<file path="config.mk">
export PLATFORM = sky130hd
export DESIGN_NAME = pwr_mode_seq
export DESIGN_NICKNAME = d
export VERILOG_FILES = /design/src/rtl/pwr_seq_pkg.sv /design/src/rtl/pwr_seq_edge.sv /design/src/rtl/pwr_seq_timer.sv /design/src/rtl/pwr_seq_fsm.sv /design/src/rtl/pwr_mode_seq.sv
export SDC_FILE = /design/constraint.sdc
export NUM_CORES = 1
export LEC_CHECK = 0
export BUFFER_PORTS_ARGS = -buffer_cell sky130_fd_sc_hd__buf_2
export CORE_MARGIN = 1.5
export CORE_UTILIZATION = 58
export CTS_CLUSTER_DIAMETER = 120
export DETAILED_ROUTE_END_ITERATION = 8
export PLACE_DENSITY_LB_ADDON = 0.25
export SLEW_MARGIN = 20
export SYNTH_ARGS = -nofsm -noshare
export SYNTH_HDL_FRONTEND = slang
export SYNTH_HIERARCHICAL = 1
export SYNTH_SLANG_ARGS = --single-unit
</file>
<file path="constraint.sdc">
create_clock -name clk -period 4.85 [get_ports clk]
set_input_delay 0.7275 -clock clk [delete_from_list [all_inputs] [get_ports clk]]
set_output_delay 0.7275 -clock clk [all_outputs]
set_load 0.02 [all_outputs]
</file>
<file path="src/rtl/pwr_seq_pkg.sv">
// Shared types for the power mode sequencer.
// Assumes the mode codes below are decoded by software and must not move.
package pwr_seq_pkg;

    localparam int unsigned MODE_W = 3;

    typedef enum logic [MODE_W-1:0] {
        MD_RESET     = 3'd0,
        MD_STANDBY   = 3'd1,
        MD_STARTUP   = 3'd2,
        MD_SOFTSTART = 3'd3,
        MD_NORMAL    = 3'd4
    } pwr_mode_e;

endpackage

</file>
<file path="src/rtl/pwr_seq_edge.sv">
// Rising-edge detector for a level control bit.
// Assumes the bit is already synchronous to clk; one registered copy is kept.
module pwr_seq_edge (
    input  logic clk,
    input  logic rst_n,
    input  logic lvl,
    output logic rise
);

    logic lvl_d;

    // Keep last cycle's copy of the level.
    always_ff @(posedge clk) begin
        if (!rst_n) lvl_d <= 1'b0;
        else        lvl_d <= lvl;
    end

    assign rise = lvl & ~lvl_d;

endmodule

</file>
<file path="src/rtl/pwr_seq_timer.sv">
// Down-counter that times the settle and soft-start phases.
// Assumes load is given on every entry to a timed state; the load value is
// chosen from the state being entered, and zero for untimed states.
module pwr_seq_timer
    import pwr_seq_pkg::*;
#(
    parameter int unsigned STARTUP_CYC = 16,
    parameter int unsigned SOFT_CYC    = 32
) (
    input  logic      clk,
    input  logic      rst_n,
    input  logic      load,
    input  pwr_mode_e load_mode,
    output logic      done
);

    localparam int unsigned MAX_CYC = (STARTUP_CYC > SOFT_CYC) ? STARTUP_CYC : SOFT_CYC;
    localparam int unsigned CNT_W   = (MAX_CYC < 2) ? 1 : $clog2(MAX_CYC + 1);
    localparam logic [CNT_W-1:0] ST_LOAD = CNT_W'(STARTUP_CYC - 1);
    localparam logic [CNT_W-1:0] SS_LOAD = CNT_W'(SOFT_CYC - 1);

    logic [CNT_W-1:0] cnt_q;
    logic [CNT_W-1:0] load_val;

    // Pick the reload value for the state being entered.
    always_comb begin
        case (load_mode)
            MD_STARTUP:   load_val = ST_LOAD;
            MD_SOFTSTART: load_val = SS_LOAD;
            default:      load_val = '0;
        endcase
    end

    // Reload on entry, otherwise count down and rest at zero.
    always_ff @(posedge clk) begin
        if (!rst_n)               cnt_q <= '0;
        else if (load)            cnt_q <= load_val;
        else if (cnt_q != '0)     cnt_q <= cnt_q - 1'b1;
    end

    assign done = (cnt_q == '0);

    initial begin
        AST_DELAY_NONZERO: assert (STARTUP_CYC >= 1 && SOFT_CYC >= 1);
    end

    AST_TIMER_STEP: assert property (@(posedge clk) disable iff (!rst_n)
        (!load && !done) |=> (cnt_q == $past(cnt_q) - 1'b1));

endmodule

</file>
<file path="src/rtl/pwr_seq_fsm.sv">
// Mode state machine and registered control outputs.
// Assumes rst_force already merges the reset pin and the power-on flag, and
// that tmr_done comes from a timer loaded whenever tmr_load is high.
module pwr_seq_fsm
    import pwr_seq_pkg::*;
(
    input  logic      clk,
    input  logic      rst_n,
    input  logic      rst_force,
    input  logic      stby_rel,
    input  logic      boost_req,
    input  logic      boost_rise,
    input  logic      vref_ok,
    input  logic      therm_flt,
    input  logic      tmr_done,
    output pwr_mode_e mode_q,
    output pwr_mode_e mode_nxt,
    output logic      tmr_load,
    output logic      blk_pwr_en_q,
    output logic      boost_on_q,
    output logic      soft_start_q,
    output logic      led_gate_q,
    output logic      reg_clr_q
);

    // Next mode: reset first, then standby release, then thermal, then timers.
    always_comb begin
        mode_nxt = mode_q;
        if (rst_force) begin
            mode_nxt = MD_RESET;
        end else begin
            case (mode_q)
                MD_RESET:   mode_nxt = MD_STANDBY;
                MD_STANDBY: if (stby_rel) mode_nxt = MD_STARTUP;
                MD_STARTUP: begin
                    if (!stby_rel)                          mode_nxt = MD_STANDBY;
                    else if (!therm_flt && tmr_done && vref_ok)
                        mode_nxt = boost_req ? MD_SOFTSTART : MD_NORMAL;
                end
                MD_SOFTSTART: begin
                    if (!stby_rel)      mode_nxt = MD_STANDBY;
                    else if (therm_flt) mode_nxt = MD_STARTUP;
                    else if (tmr_done)  mode_nxt = MD_NORMAL;
                end
                MD_NORMAL: begin
                    if (!stby_rel)       mode_nxt = MD_STANDBY;
                    else if (therm_flt)  mode_nxt = MD_STARTUP;
                    else if (boost_rise) mode_nxt = MD_SOFTSTART;
                end
                default: mode_nxt = MD_RESET;
            endcase
        end
    end

    // Reload the timer on any mode change and while a thermal event holds startup.
    assign tmr_load = (mode_nxt != mode_q) ||
                      (mode_q == MD_STARTUP && therm_flt && !rst_force);

    // Mode register.
    always_ff @(posedge clk) begin
        if (!rst_n) mode_q <= MD_RESET;
        else        mode_q <= mode_nxt;
    end

    // Registered control outputs, decoded from the next mode.
    always_ff @(posedge clk) begin
        if (!rst_n) begin
            blk_pwr_en_q <= 1'b0;
            boost_on_q   <= 1'b0;
            soft_start_q <= 1'b0;
            led_gate_q   <= 1'b0;
            reg_clr_q    <= 1'b1;
        end else begin
            blk_pwr_en_q <= (mode_nxt == MD_STARTUP) || (mode_nxt == MD_SOFTSTART) ||
                            (mode_nxt == MD_NORMAL);
            boost_on_q   <= (mode_nxt == MD_SOFTSTART) ||
                            (mode_nxt == MD_NORMAL && boost_req);
            soft_start_q <= (mode_nxt == MD_SOFTSTART);
            led_gate_q   <= (mode_nxt == MD_NORMAL);
            reg_clr_q    <= (mode_nxt == MD_RESET) && (mode_q != MD_RESET);
        end
    end

    AST_RESET_EXIT: assert property (@(posedge clk) disable iff (!rst_n)
        (mode_q == MD_RESET && !rst_force) |=> (mode_q == MD_STANDBY));

    AST_STANDBY_RETURN: assert property (@(posedge clk) disable iff (!rst_n)
        (!rst_force && !stby_rel) |=> (mode_q == MD_STANDBY));

    AST_SETTLE_HOLD: assert property (@(posedge clk) disable iff (!rst_n)
        (mode_q == MD_STARTUP && !rst_force && stby_rel && (!tmr_done || !vref_ok))
        |=> (mode_q == MD_STARTUP));

    AST_SOFT_ENTRY: assert property (@(posedge clk) disable iff (!rst_n)
        $rose(soft_start_q) |-> ($past(mode_q) == MD_STARTUP || $past(mode_q) == MD_NORMAL));

    AST_LED_BLANK: assert property (@(posedge clk) disable iff (!rst_n)
        soft_start_q |-> (!led_gate_q && boost_on_q));

    AST_THERM_HOLD: assert property (@(posedge clk) disable iff (!rst_n)
        (therm_flt && !rst_force && stby_rel && mode_q != MD_RESET && mode_q != MD_STANDBY)
        |=> (mode_q == MD_STARTUP && !boost_on_q));

    AST_CLR_PULSE: assert property (@(posedge clk) disable iff (!rst_n)
        reg_clr_q |=> !reg_clr_q);

endmodule

</file>
<file path="src/rtl/pwr_mode_seq.sv">
// Top of the power mode sequencer: merges the reset sources, detects the
// boost-enable rising edge, times the phases and runs the mode machine.
// Assumes all inputs are synchronous to clk; delays are given in cycles.
module pwr_mode_seq
    import pwr_seq_pkg::*;
#(
    parameter int unsigned CLK_KHZ     = 100_000,
    parameter int unsigned STARTUP_CYC = CLK_KHZ * 10,
    parameter int unsigned SOFT_CYC    = CLK_KHZ * 20
) (
    input  logic              clk,
    input  logic              rst_n,
    input  logic              ext_rst_n,
    input  logic              por,
    input  logic              stby_rel,
    input  logic              boost_req,
    input  logic              vref_ok,
    input  logic              therm_flt,
    output logic [MODE_W-1:0] mode,
    output logic              blk_pwr_en,
    output logic              boost_on,
    output logic              soft_start,
    output logic              led_gate,
    output logic              reg_clr
);

    logic      rst_force;
    logic      boost_rise;
    logic      tmr_load;
    logic      tmr_done;
    pwr_mode_e mode_q;
    pwr_mode_e mode_nxt;

    assign rst_force = !ext_rst_n || por;

    pwr_seq_edge u_boost_edge (
        .clk   (clk),
        .rst_n (rst_n),
        .lvl   (boost_req),
        .rise  (boost_rise)
    );

    pwr_seq_timer #(
        .STARTUP_CYC (STARTUP_CYC),
        .SOFT_CYC    (SOFT_CYC)
    ) u_timer (
        .clk       (clk),
        .rst_n     (rst_n),
        .load      (tmr_load),
        .load_mode (mode_nxt),
        .done      (tmr_done)
    );

    pwr_seq_fsm u_fsm (
        .clk          (clk),
        .rst_n        (rst_n),
        .rst_force    (rst_force),
        .stby_rel     (stby_rel),
        .boost_req    (boost_req),
        .boost_rise   (boost_rise),
        .vref_ok      (vref_ok),
        .therm_flt    (therm_flt),
        .tmr_done     (tmr_done),
        .mode_q       (mode_q),
        .mode_nxt     (mode_nxt),
        .tmr_load     (tmr_load),
        .blk_pwr_en_q (blk_pwr_en),
        .boost_on_q   (boost_on),
        .soft_start_q (soft_start),
        .led_gate_q   (led_gate),
        .reg_clr_q    (reg_clr)
    );

    assign mode = mode_q;

    AST_RESET_FORCE: assert property (@(posedge clk) disable iff (!rst_n)
        (!ext_rst_n || por) |=> (mode == 3'd0 && !blk_pwr_en && !boost_on && !led_gate));

    AST_BOOST_DROP: assert property (@(posedge clk) disable iff (!rst_n)
        (mode == 3'd4 && ext_rst_n && !por && stby_rel && !therm_flt && !boost_req)
        |=> (mode == 3'd4 && !boost_on && led_gate));

endmodule

</file>
# Word level (Yosys, flattened, before mapping)
# Cells that the tools add are included.
dict set report classes {
  add_sub_neg 1
  n_eq_ne 8
  mux 15
  n_bitwise 2
  reduce_logical 20
}
# operator n
set op_table {}
lappend op_table {{2-to-1 mux 21 bit} 2}
lappend op_table {{one-hot mux 21 bit (2 select lines)} 1}
lappend op_table {{2-to-1 mux 3 bit} 11}
lappend op_table {{logical NOT 21 bit} 1}
lappend op_table {{nonzero test 21 bit} 1}
lappend op_table {{subtractor 21 x 1 -> 21 bit (second input constant)} 1}
lappend op_table {{one-hot mux 3 bit (5 select lines)} 1}
lappend op_table {{equality test 3 x 2 -> 1 bit (second input constant)} 4}
lappend op_table {{equality test 3 bit (second input constant)} 2}
lappend op_table {{logical AND 1 bit} 6}
lappend op_table {{logical NOT 3 bit} 2}
lappend op_table {{logical OR 1 bit} 5}
lappend op_table {{equality test 3 x 1 -> 1 bit (second input constant)} 1}
lappend op_table {{logical NOT 1 bit} 3}
lappend op_table {{!= test 3 bit} 1}
lappend op_table {{nonzero test 3 bit} 1}
lappend op_table {{nonzero test 2 bit} 1}
lappend op_table {{bitwise AND 1 bit} 1}
lappend op_table {{NOT 1 bit} 1}
dict set report word_totals {
  register_bits 30
  in_bits 8
  out_inout_bits 8
  elab_cells 54
}

# Longest topological paths before layout
# Gate-level depths: netlist of the first run.
dict set report depth {
  depth_word 10
  ltp_mapped 16
  depth_no_buf 15
}

# By module
# Netlist of the first run, hierarchy kept.
# mod instances cells_each area_each_um2 seq_area_each_um2
set modules_own_cells {}
lappend modules_own_cells {pwr_seq_timer 1 144 1176.1 420.4}
lappend modules_own_cells {pwr_seq_fsm 1 53 520.5 160.2}
lappend modules_own_cells {pwr_seq_edge 1 3 40.0 20.0}
lappend modules_own_cells {pwr_mode_seq 1 1 6.3 0.0}

# Worst setup path after synthesis of the first run
# No wires, ideal clock.
dict set report synth_path {
  kind {flip-flop to flip-flop}
  start {reg u_timer.cnt_q[15]}
  end {reg u_timer.cnt_q[17]}
  setup_ns 0.122
  t_arrival_ns 3.434
  required_time_ns 4.728
  slack_ns 1.293
  path_stages_with_launch 15
  n_path_buf 2
  period_less_slack_ns 3.557
  cell_sequence {dfxtp_1 -> or4_4 -> or2_4 -> nor4_4 -> nand4bb_1 -> a211o_1 -> o211a_1 -> mux2i_1 -> nand3_1 -> clkbuf_8 -> nor3_1 -> nand3_1 -> nand2_1 -> buf_2 -> o22ai_1}
}
dict set report synth_via {
  elab_chain_cells 10
  word_cells_on_any_way 20
  classes_between {1 x add/sub; 3 x eq/ne; 10 x mux; 6 x reduce/logical}
}
# item line_no
set synth_rtl {}
lappend synth_rtl {{from (decl)} pwr_seq_timer.sv:22} ;# logic [CNT_W-1:0] cnt_q;
lappend synth_rtl {{from (signal assigned)} pwr_seq_timer.sv:37} ;# else if (load) cnt_q <= load_val;
lappend synth_rtl {{from (signal assigned)} pwr_seq_timer.sv:38} ;# else if (cnt_q != '0) cnt_q <= cnt_q - 1'b1;
lappend synth_rtl {{logical NOT 21 bit (*)} pwr_seq_timer.sv:41} ;# assign done = (cnt_q == '0);
lappend synth_rtl {{net tmr_done} pwr_mode_seq.sv:30} ;# logic tmr_done;
lappend synth_rtl {{logical AND 1 bit (2 in a row)} pwr_seq_fsm.sv:37} ;# else if (!therm_flt && tmr_done && vref_ok)
lappend synth_rtl {{2-to-1 mux 3 bit} pwr_seq_fsm.sv:37}
lappend synth_rtl {{2-to-1 mux 3 bit} pwr_seq_fsm.sv:36} ;# if (!stby_rel) mode_nxt = MD_STANDBY;
lappend synth_rtl {{one-hot mux 3 bit (5 select lines) (*)} pwr_seq_fsm.sv:32} ;# case (mode_q)
lappend synth_rtl {{2-to-1 mux 3 bit (*)} pwr_seq_fsm.sv:29} ;# if (rst_force) begin
lappend synth_rtl {{net mode_nxt[1]} pwr_mode_seq.sv:32} ;# pwr_mode_e mode_nxt;
lappend synth_rtl {{!= test 3 bit (*)} pwr_seq_fsm.sv:56} ;# assign tmr_load = (mode_nxt != mode_q) ||
lappend synth_rtl {{logical OR 1 bit (*)} pwr_seq_fsm.sv:56}
lappend synth_rtl {{net tmr_load} pwr_mode_seq.sv:29} ;# logic tmr_load;
lappend synth_rtl {{2-to-1 mux 21 bit or nonzero test 2 bit (tied branches)} --}
# Mark *: on every way through the listed nets, which the timed path passes. The rest lies on a longest branch. The select of a mux whose other input is x is not followed.
# A chain may end at the register's enable or synchronous reset.

# Final worst setup path of the first run
dict set report layout_path {
  start {reg u_timer.cnt_q[11]}
  end {reg u_timer.cnt_q[17]}
}
# Same word-level chain as after synthesis.

==> impl_metrics.yaml, run 1 <==
run:
  drv_cap: 0
detailed_routing:
  vias: 1615
  wl_per_cell_um: 16.1
  ant_nets: 0
  first_pass_iters: 7
  dr.first_iter.drc_count: 90
  drc: 2
  routed_wl_mm: 4.00
  avgViaCountPerCell: 6.49
critical_path:
  crit_start: "u_timer/cnt_q[11]"
  worstPathCellList: "nor4_1 > nand2_1 > nor4_4 > nand4bb_1 > a211o_1 > o211a_1 > mux2i_1 > nand3_1 > nor3_1 > nand3_1 > nand2_1 > o22ai_1"
  path_delay_family: "simple AND/OR/NAND/NOR gates"
  crit_buf_inv: 0
  crit_path_max_fanout: 14
  r2r_start: "u_timer/cnt_q[11]"
  timing.rr.end: "u_timer/cnt_q[17]"
  cp_slowest_cell: "nor4_1"
  ff2ff_setup_slack_ns: 0.61
  cp.required_ns: 5.05
  critPathKind: "register to register"
  r2r_cells: 12
  arrival_ns: 4.45
  crit_path_end: "u_timer/cnt_q[17]"
  start_kind: "register"
  end_kind: "register"
  cpPeakStageDelay_ns: 0.72
  cp_num_cells: 12
clocking:
  cts_tree: "built"
  htree_levels: 2
  cts_root_buf: "clkbuf_4"
  clk_pin_slew_ns: 0.09
  post-cts-setup-buffer-count: 0
  cts_resized: 0
  cts_buffers: 5
  cts_buffer_depth: 2
  clk_latency_ns: 0.35
  cts.sinks: 30
  hold_buffers: 0
layout:
  num-fill-cells: 216
  antenna_cells: 0
  finalNetCount: 227
  area_delta_synth_final_pct: 10.1
  drive_above_1_share_pct: 20.2
die:
  ioPinCount: 16
  die_w_um: 57.8
  dieArea_um2: 3340
  core.rowCount: 19
  die_y_um: 57.8
  coreArea_um2: 2810
  initial_core_util_pct: 62.1
power_and_ir_drop:
  cellLeakagePower_uw: 0.000775
  vdd_drop_max_mv: 0.510
  powerDensity_nw_per_um2: 754
timing:
  rsz0062_at_grt: "no"
  final_hold_viol_count: 0
  finalSetupViolCount: 0
  worst_slew_pin_slew_ns: 0.846
  holdWs_ns: 0.506
  tns_ns: 0
  slew_headroom_pct: 43.0
  skew_ns: 0.0241
  slew_violations: 0
  min_period_ns: 4.24
  max_freq_mhz: 236
  fin_crit_sh_pct: 87.5
place:
  place.gp.congestion: 0.926
  io_buffers: 15
  hpwl_mm: 2.92
synthesis:
  synth.most_common_cell: "dfxtp_1"
  synth-seq-cells: 30
  ys_dominant_reg_cell: "dfxtp_1"
  synth_cells: 201
  synth_simple_gate_area_share_pct: 31.8
  synth_compound_area_share_pct: 22.9
  synthTopCellsByArea: "dfxtp_1, nor2_1, xnor2_1"
  synth_area_leader_cell: "dfxtp_1"
  synthAdderAreaFrac_pct: 1.44
  synth_warnings: 6
  syn_avg_cell_area_um2: 8.67
  yosysUniqueCellTypes: 62
  synthTopCellsByCount: "dfxtp_1, nor2_1, a21oi_1, o21ai_0, nand2_1"
  yosysSeqAreaShare_pct: 34.5
  synth_xor_xnor_area_share_pct: 4.52
  synth-async-reset-ratio_pct: 0
  synthesis.area_um2: 1740
  synthMuxAreaShare_pct: 0.574
  synth_top_area_share_pct: 34.5
  synth_top_family_by_area: "simple AND/OR/NAND/NOR gates"
  syn_nets: 211
  synth_edf_count: 0
outcome:
  violations: "DRC"
  status: "finished with violations"
grt:
  grt_pass1_vias: 1395
  grt_pass1_wl_mm: 6.49
  antenna_found_initial: 0
  grt_max_degree: 16
  grtUsageTotal_pct: 25.4
  gr-total-overflow: 0
worst_hold_path:
  hold_class: "register to register"
cell families after synthesis:
kind of cell	after synthesis
flops	30
simple gates	92
mux	1
buf+inv	12
fa+ha+maj	2
compound gates	55
xor+xnor	9
how the worst min path moves through the flow:
| stage | startpoint | slack (ns) | cells after the start | endpoint |
|---|---|---|---|---|
| 3_3_place_gp | u_timer/cnt_q[17] | 0.48 | 2 | u_timer/cnt_q[17] |
| 2_1_floorplan | u_timer/cnt_q[17] | 0.45 | 2 | u_timer/cnt_q[17] |
| 3_5_place_dp | u_timer/cnt_q[17] | 0.49 | 2 | u_timer/cnt_q[17] |
| 6_report | u_timer/cnt_q[17] | 0.51 | 2 | u_timer/cnt_q[17] |
| 4_1_cts | u_timer/cnt_q[17] | 0.51 | 2 | u_timer/cnt_q[17] |
| 5_1_grt | u_timer/cnt_q[17] | 0.52 | 2 | u_timer/cnt_q[17] |
placed cells by master (no fill, tap or decap), types with 3 or more instances in the layout:
| master | instances |
|---|---|
| nand3_1 | 7 |
| a21boi_0 | 4 |
| clkbuf_4 | 5 |
| xnor2_1 | 7 |
| and2_1 | 4 |
| and3_1 | 3 |
| dfxtp_1 | 30 |
| nand2_1 | 11 |
| nor3_1 | 9 |
| nor2_1 | 21 |
| o211ai_1 | 3 |
| o21a_1 | 4 |
| nand4_1 | 4 |
| o21ai_0 | 12 |
| buf_2 | 15 |
| nor4_1 | 5 |
| a21oi_1 | 12 |
| inv_1 | 5 |
stage by stage:
step	worst slack [ns]	instance area (µm²)	total power, µW	cells	util, %
after global routing	0.277	1920	1540	249	68.4
after CTS	0.678	1920	1430	249	68.4
final	0.606	1920	1450	249	68.4
after detailed placement	0.690	1810	1160	241	64.5
after floorplan	1.29	1740	998	201	-
after global placement	0.907	1810	1140	241	64.5
layer usage:
| metal | global-route usage (%) | vias up | share of wire, % |
|---|---|---|---|
| met4 | 9.97 | 0 | 1.7 |
| met1 | 36.2 | 769 | 48 |
| met3 | 9.38 | 8 | 7.5 |
| li1 | - | 781 | - |
| met2 | 34.7 | 57 | 43 |
| met5 | 0 | - | 0 |
sequential cells by signal (all words and copies together), names as in the netlist:
name / count
u_timer/cnt_q: 21
u_fsm/mode_q: 3
u_boost_edge/lvl_d: 1
u_fsm/blk_pwr_en_q: 1
u_fsm/boost_on_q: 1
u_fsm/led_gate_q: 1
u_fsm/reg_clr_q: 1
u_fsm/soft_start_q: 1
tightest hold or removal path, stage by stage (launching register included):
cell	delay [ns]
dfxtp_1	0.34
nand2_1	0.06
o22ai_1	0.07
power by group:
| part | leakage (µW) | internal [µW] | switching (µW) |
|---|---|---|---|
| logic | 0.000472 | 319 | 457 |
| clock network | 0.0000585 | 175 | 92.0 |
| registers | 0.000245 | 321 | 83.0 |
area by class of cell:
class | count | area [µm²] | area share [%]
Multi-Input combinational cell | 159 | 1070 | 55.6
Sequential cell | 30 | 601 | 31.3
Timing Repair Buffer | 16 | 82.6 | 4.30
Clock inverter | 2 | 60.1 | 3.13
Clock buffer | 6 | 51.3 | 2.67
Tap cell | 31 | 38.8 | 2.02
Inverter | 5 | 18.8 | 0.978
No activity file was read; power rests on OpenSTA's default activity.
==> inputs of run 2 (changes only) <==
clock period = 4 ns   (was 4.85 ns; I/O delays follow)
==> impl_metrics.yaml, run 2 (synthesis gave the netlist of run 1 again) <==
outcome:
  status: "finished with violations"
  violations: "DRC"
layout:
  final_common_cell: "dfxtp_1"
  num-fill-cells: 247
  layout_common_cells: "dfxtp_1, nor2_1, buf_2, o21ai_0, a21oi_1"
  largest_registers: "u_timer/cnt_q x21, u_fsm/mode_q x3"
  regMostFlops: "u_timer/cnt_q"
  seqCellArea_um2: 601
  multi_input_area_um2: 1070
  stdcell_count: 252
  area_delta_synth_final_pct: 9.91
  largest_reg_flops: 21
  drive_above_1_share_pct: 21.7
  antenna_cells: 0
  finalNetCount: 230
die:
  ioPinCount: 16
  initial_core_util_pct: 62.1
  coreArea_um2: 2810
  die_w_um: 57.8
  core.rowCount: 19
  dieArea_um2: 3340
  die_y_um: 57.8
timing:
  rsz0062_at_grt: "no"
  worst_slew_pin_slew_ns: 0.796
  finalSetupViolCount: 0
  skew_ns: 0.0118
  slew_headroom_pct: 46.4
  slew_violations: 0
  worst_slack_ns: 0.289
  holdWs_ns: 0.495
  min_period_ns: 3.71
  fin_crit_sh_pct: 92.8
  max_freq_mhz: 269
  final_hold_viol_count: 0
  tns_ns: 0
detailed_routing:
  vias: 1632
  routed_wl_mm: 4.20
  dr.first_iter.drc_count: 133
  avgViaCountPerCell: 6.48
  first_pass_iters: 6
  drc: 2
  ant_nets: 0
  wl_per_cell_um: 16.6
power_and_ir_drop:
  powerDensity_nw_per_um2: 887
  cellLeakagePower_uw: 0.000779
  vdd_drop_max_mv: 0.516
  p_seq_share_pct: 29.0
  p_comb_share_pct: 57.8
  clkPwrFrac_pct: 13.3
  internal-power_uw: 929
  netSwitchingPower_uw: 770
  switching_share_pct: 45.3
clocking:
  cts_buffers: 5
  cts_tree: "built"
  clk_latency_ns: 0.34
  htree_levels: 2
  cts_buffer_depth: 2
  cts.sinks: 30
  cts_root_buf: "clkbuf_4"
  clk_pin_slew_ns: 0.09
place:
  hpwl_mm: 3.00
  place_inst: 244
  dpl_worst_slack_ns: 0.244
  place.gp.congestion: 0.971
  io_buffers: 15
critical_path:
  cp.required_ns: 4.20
  start_kind: "register"
  arrival_ns: 3.91
  crit_path_max_fanout: 12
  r2r_start: "u_timer/cnt_q[15]"
  crit_start: "u_timer/cnt_q[15]"
  critPathKind: "register to register"
  end_kind: "register"
grt:
  grtUsageTotal_pct: 27.4
  gr-total-overflow: 0
  grt_max_degree: 16
  grt_pass1_wl_mm: 6.93
  antenna_found_initial: 0
  grt_pass1_vias: 1435
worst_hold_path:
  hold_class: "register to register"
  holdCritStartpoint: "u_timer/cnt_q[17]"
run:
  drv_cap: 0
[run 2: cell count changes in the layout (fill, tap and decap cells not counted), sizes merged]
cell	delta
buf	+3
bufinv	-2
clkbuf	+2
[run 2: critical path: stages (launching register included)]
cell and delay [ns]:
dfxtp_1 0.37, or4_4 0.57, or2_4 0.28, nor4_4 0.43
nand4bb_1 0.14, a211o_1 0.31, o211a_1 0.21, mux2i_1 0.17
nand3_1 0.11, nor3_1 0.28, nand3_1 0.20, nand2_1 0.41
o22ai_1 0.12
[run 2: what timing repair did]
item	4_1_cts	5_1_grt
gates resized for setup	0	1
hold buffers	0	0
setup endpoints to repair	0	13
setup buffers	0	0
[run 2: final cells by class]
cell class	instances	area share, %
Clock buffer	8	4.11
Inverter	5	0.980
Multi-Input combinational cell	159	56.0
Sequential cell	30	31.4
Tap cell	31	2.02
Timing Repair Buffer	19	5.49
[run 2: routing by layer]
| layer | vias up | global-route usage [%] | share of wire [%] |
|---|---|---|---|
| li1 | 793 | - | - |
| met1 | 759 | 40.3 | 45 |
| met2 | 72 | 40.6 | 45 |
| met3 | 8 | 6.70 | 8.5 |
| met4 | 0 | 6.64 | 1.4 |
| met5 | - | 0 | 0 |
[run 2: final timing paths]
kind / end / depth (start not counted) / slack, ns
max: u_timer/cnt_q[17] / 12 / 0.29
min: u_timer/cnt_q[17] / 2 / 0.49
max reg2reg: u_timer/cnt_q[17] / 12 / 0.29
min reg2reg: u_timer/cnt_q[17] / 2 / 0.49
[run 2: per-stage QoR]
step / util, % / area [µm²] / total power (µW)
finish: 68.3 / 1920 / 1700
global route: 68.3 / 1920 / 1830
CTS: 68.1 / 1910 / 1680
detailed placement: 65.3 / 1830 / 1440
global placement: 65.3 / 1830 / 1420
floorplan: - / 1740 / 1210
[run 2: power by group through the flow]
stage / combinational [µW] / clock (µW) / sequential [µW]
5_1_grt: 1080 / 241 / 507
2_1_floorplan: 745 / 0 / 465
4_1_cts: 960 / 228 / 489
3_3_place_gp: 934 / 0 / 487
3_5_place_dp: 945 / 0 / 495
6_report: 982 / 225 / 493
==> inputs of run 3 (changes only) <==
CTS_BUF_LIST = sky130_fd_sc_hd__clkbuf_16   (was unset)
GPL_TIMING_DRIVEN = 0   (was unset)
==> impl_metrics.yaml, run 3 (synthesis gave the netlist of run 1 again) <==
critical_path:
  r2r_start: "u_timer/cnt_q[15]"
  start_kind: "register"
  cp_slowest_cell: "or4_4"
  end_kind: "register"
  crit_buf_inv: 1
  worstPathCellList: "or4_4 > or2_4 > nor4_4 > nand4bb_1 > a211o_1 > o211a_1 > mux2i_1 > nand3_1 > clkbuf_8 > and3b_1 > nand2_1 > o21ai_0 > a21oi_1 > nor2_1"
  cp.required_ns: 4.16
  crit_path_max_fanout: 10
  path_delay_family: "simple AND/OR/NAND/NOR gates"
  ff2ff_setup_slack_ns: 0.23
  cpPeakStageDelay_ns: 0.57
  critPathKind: "register to register"
  r2r_cells: 14
  timing.rr.end: "u_timer/cnt_q[10]"
  arrival_ns: 3.93
die:
  die_y_um: 57.8
  dieArea_um2: 3340
  core.rowCount: 19
  ioPinCount: 16
  die_w_um: 57.8
  coreArea_um2: 2810
  initial_core_util_pct: 62.1
layout:
  final_common_cell: "dfxtp_1"
  layout_common_cells: "dfxtp_1, nor2_1, buf_2, o21ai_0, a21oi_1"
  antenna_cells: 0
  fin_util_pct: 72.6
  fin_area_um2: 2040
  seqCellArea_um2: 601
  largest_reg_flops: 21
  num-fill-cells: 204
  area_delta_synth_final_pct: 16.8
  finalNetCount: 237
  multi_input_area_um2: 1080
  largest_registers: "u_timer/cnt_q x21, u_fsm/mode_q x3"
  drive_above_1_share_pct: 23.0
  regMostFlops: "u_timer/cnt_q"
worst_hold_path:
  hold_class: "register to register"
  min_path_cells: 2
  holdPathEnd: "u_timer/cnt_q[8]"
  holdCritStartpoint: "u_timer/cnt_q[8]"
power_and_ir_drop:
  switching_share_pct: 42.5
  internal-power_uw: 1050
  p_seq_share_pct: 27.0
  vdd_drop_max_mv: 0.610
  clkPwrFrac_pct: 18.1
  cellLeakagePower_uw: 0.000832
  netSwitchingPower_uw: 776
  p_comb_share_pct: 54.9
  total_power_uw: 1820
  powerDensity_nw_per_um2: 896
place:
  hpwl_mm: 2.96
  placed_cell_area_um2: 1860
  place.gp.congestion: 0.917
  io_buffers: 15
grt:
  grt_max_degree: 15
  grt_pass1_vias: 1545
  grt_pass1_wl_mm: 6.85
  antenna_found_initial: 0
  met3_usage_pct: 6.47
  grtUsageTotal_pct: 26.7
  use_met1_pct: 33.1
  use_met2_pct: 42.9
  gr-total-overflow: 0
  top_usage_layer: "met2"
timing:
  slew_violations: 0
  slew_headroom_pct: 46.1
  min_period_ns: 3.77
  skew_ns: 0.00514
  finalSetupViolCount: 0
  max_freq_mhz: 265
  tns_ns: 0
  final_hold_viol_count: 0
  rsz0062_at_grt: "no"
  fin_crit_sh_pct: 94.2
  worst_slew_pin_slew_ns: 0.801
outcome:
  status: "finished with violations"
  violations: "DRC"
clocking:
  cts_buffers: 5
  hold_buffers: 0
  cts.sinks: 30
  cts_root_buf: "clkbuf_16"
  cts_tree: "built"
  clk_pin_slew_ns: 0.05
  htree_levels: 2
  clk_latency_ns: 0.27
  cts_buffer_depth: 2
detailed_routing:
  drc: 2
  vias: 1685
  dr.first_iter.drc_count: 132
  ant_nets: 0
  wl_per_cell_um: 16.8
  first_pass_iters: 6
  avgViaCountPerCell: 6.56
  routed_wl_mm: 4.31
run:
  drv_cap: 0
-- run 3: changes by cell type in the layout (fill, tap and decap cells not counted), sizes merged --
cell,previous run,this run
clkinv,0,1
clkbuf,8,9
buf,19,22
-- run 3: per-stage QoR --
step	hold slack (ns)	std cells	setup slack [ns]
detailed placement	0.486	247	-0.185
CTS	0.494	255	0.0890
floorplan	0.454	201	0.443
finish	0.492	257	0.231
global route	0.533	257	0.0789
global placement	0.478	247	-0.0743
-- run 3: worst register-to-register path: cells and delay by family (launching register included) --
kind / cells / cell delay, ns
AO/OA/AOI/OAI: 4 / 0.86
buffers and inverters: 1 / 0.18
flip-flops: 1 / 0.35
multiplexers: 1 / 0.21
AND/OR/NAND/NOR: 8 / 2.05
-- run 3: power groups by stage --
stage                     Sequential [µW]  Clock (µW)  Combinational (µW)
after floorplan                       465           0                 745
after global placement                478           0                 875
after detailed placement              487           0                 904
after CTS                             484         338                 948
after global routing                  502         355                1100
final                                 493         330                1000
-- run 3: final cells by class --
| type | count | share of cell area, % |
|---|---|---|
| Multi-Input combinational cell | 159 | 53.3 |
| Clock inverter | 1 | 0.184 |
| Timing Repair Buffer | 19 | 5.16 |
| Buffer | 7 | 2.89 |
| Clock buffer | 5 | 6.15 |
| Tap cell | 31 | 1.91 |
| Sequential cell | 30 | 29.5 |
| Inverter | 5 | 0.922 |
-- run 3: how the worst max path moves through the flow --
stage	slack [ns]	from	to	depth (start not counted)
2_1_floorplan	0.44	u_timer/cnt_q[15]	u_timer/cnt_q[17]	14
3_3_place_gp	-0.07	u_timer/cnt_q[0]	u_timer/cnt_q[17]	16
3_5_place_dp	-0.19	u_timer/cnt_q[1]	u_timer/cnt_q[17]	16
4_1_cts	0.09	u_timer/cnt_q[11]	u_timer/cnt_q[17]	14
5_1_grt	0.08	u_timer/cnt_q[15]	u_timer/cnt_q[17]	14
6_report	0.23	u_timer/cnt_q[15]	u_timer/cnt_q[10]	14
-- run 3: routing by layer --
| layer | share of wire [%] | vias to the layer above |
|---|---|---|
| met5 | 0 | - |
| met4 | 1.7 | 0 |
| met3 | 8.2 | 8 |
| met2 | 48 | 93 |
| met1 | 42 | 785 |
| li1 | - | 799 |
-- run 3: what timing repair did --
action,4_1_cts,5_1_grt
setup buffers,2,2
gates resized for setup,1,3
setup endpoints to repair,12,14
pin swaps,1,2
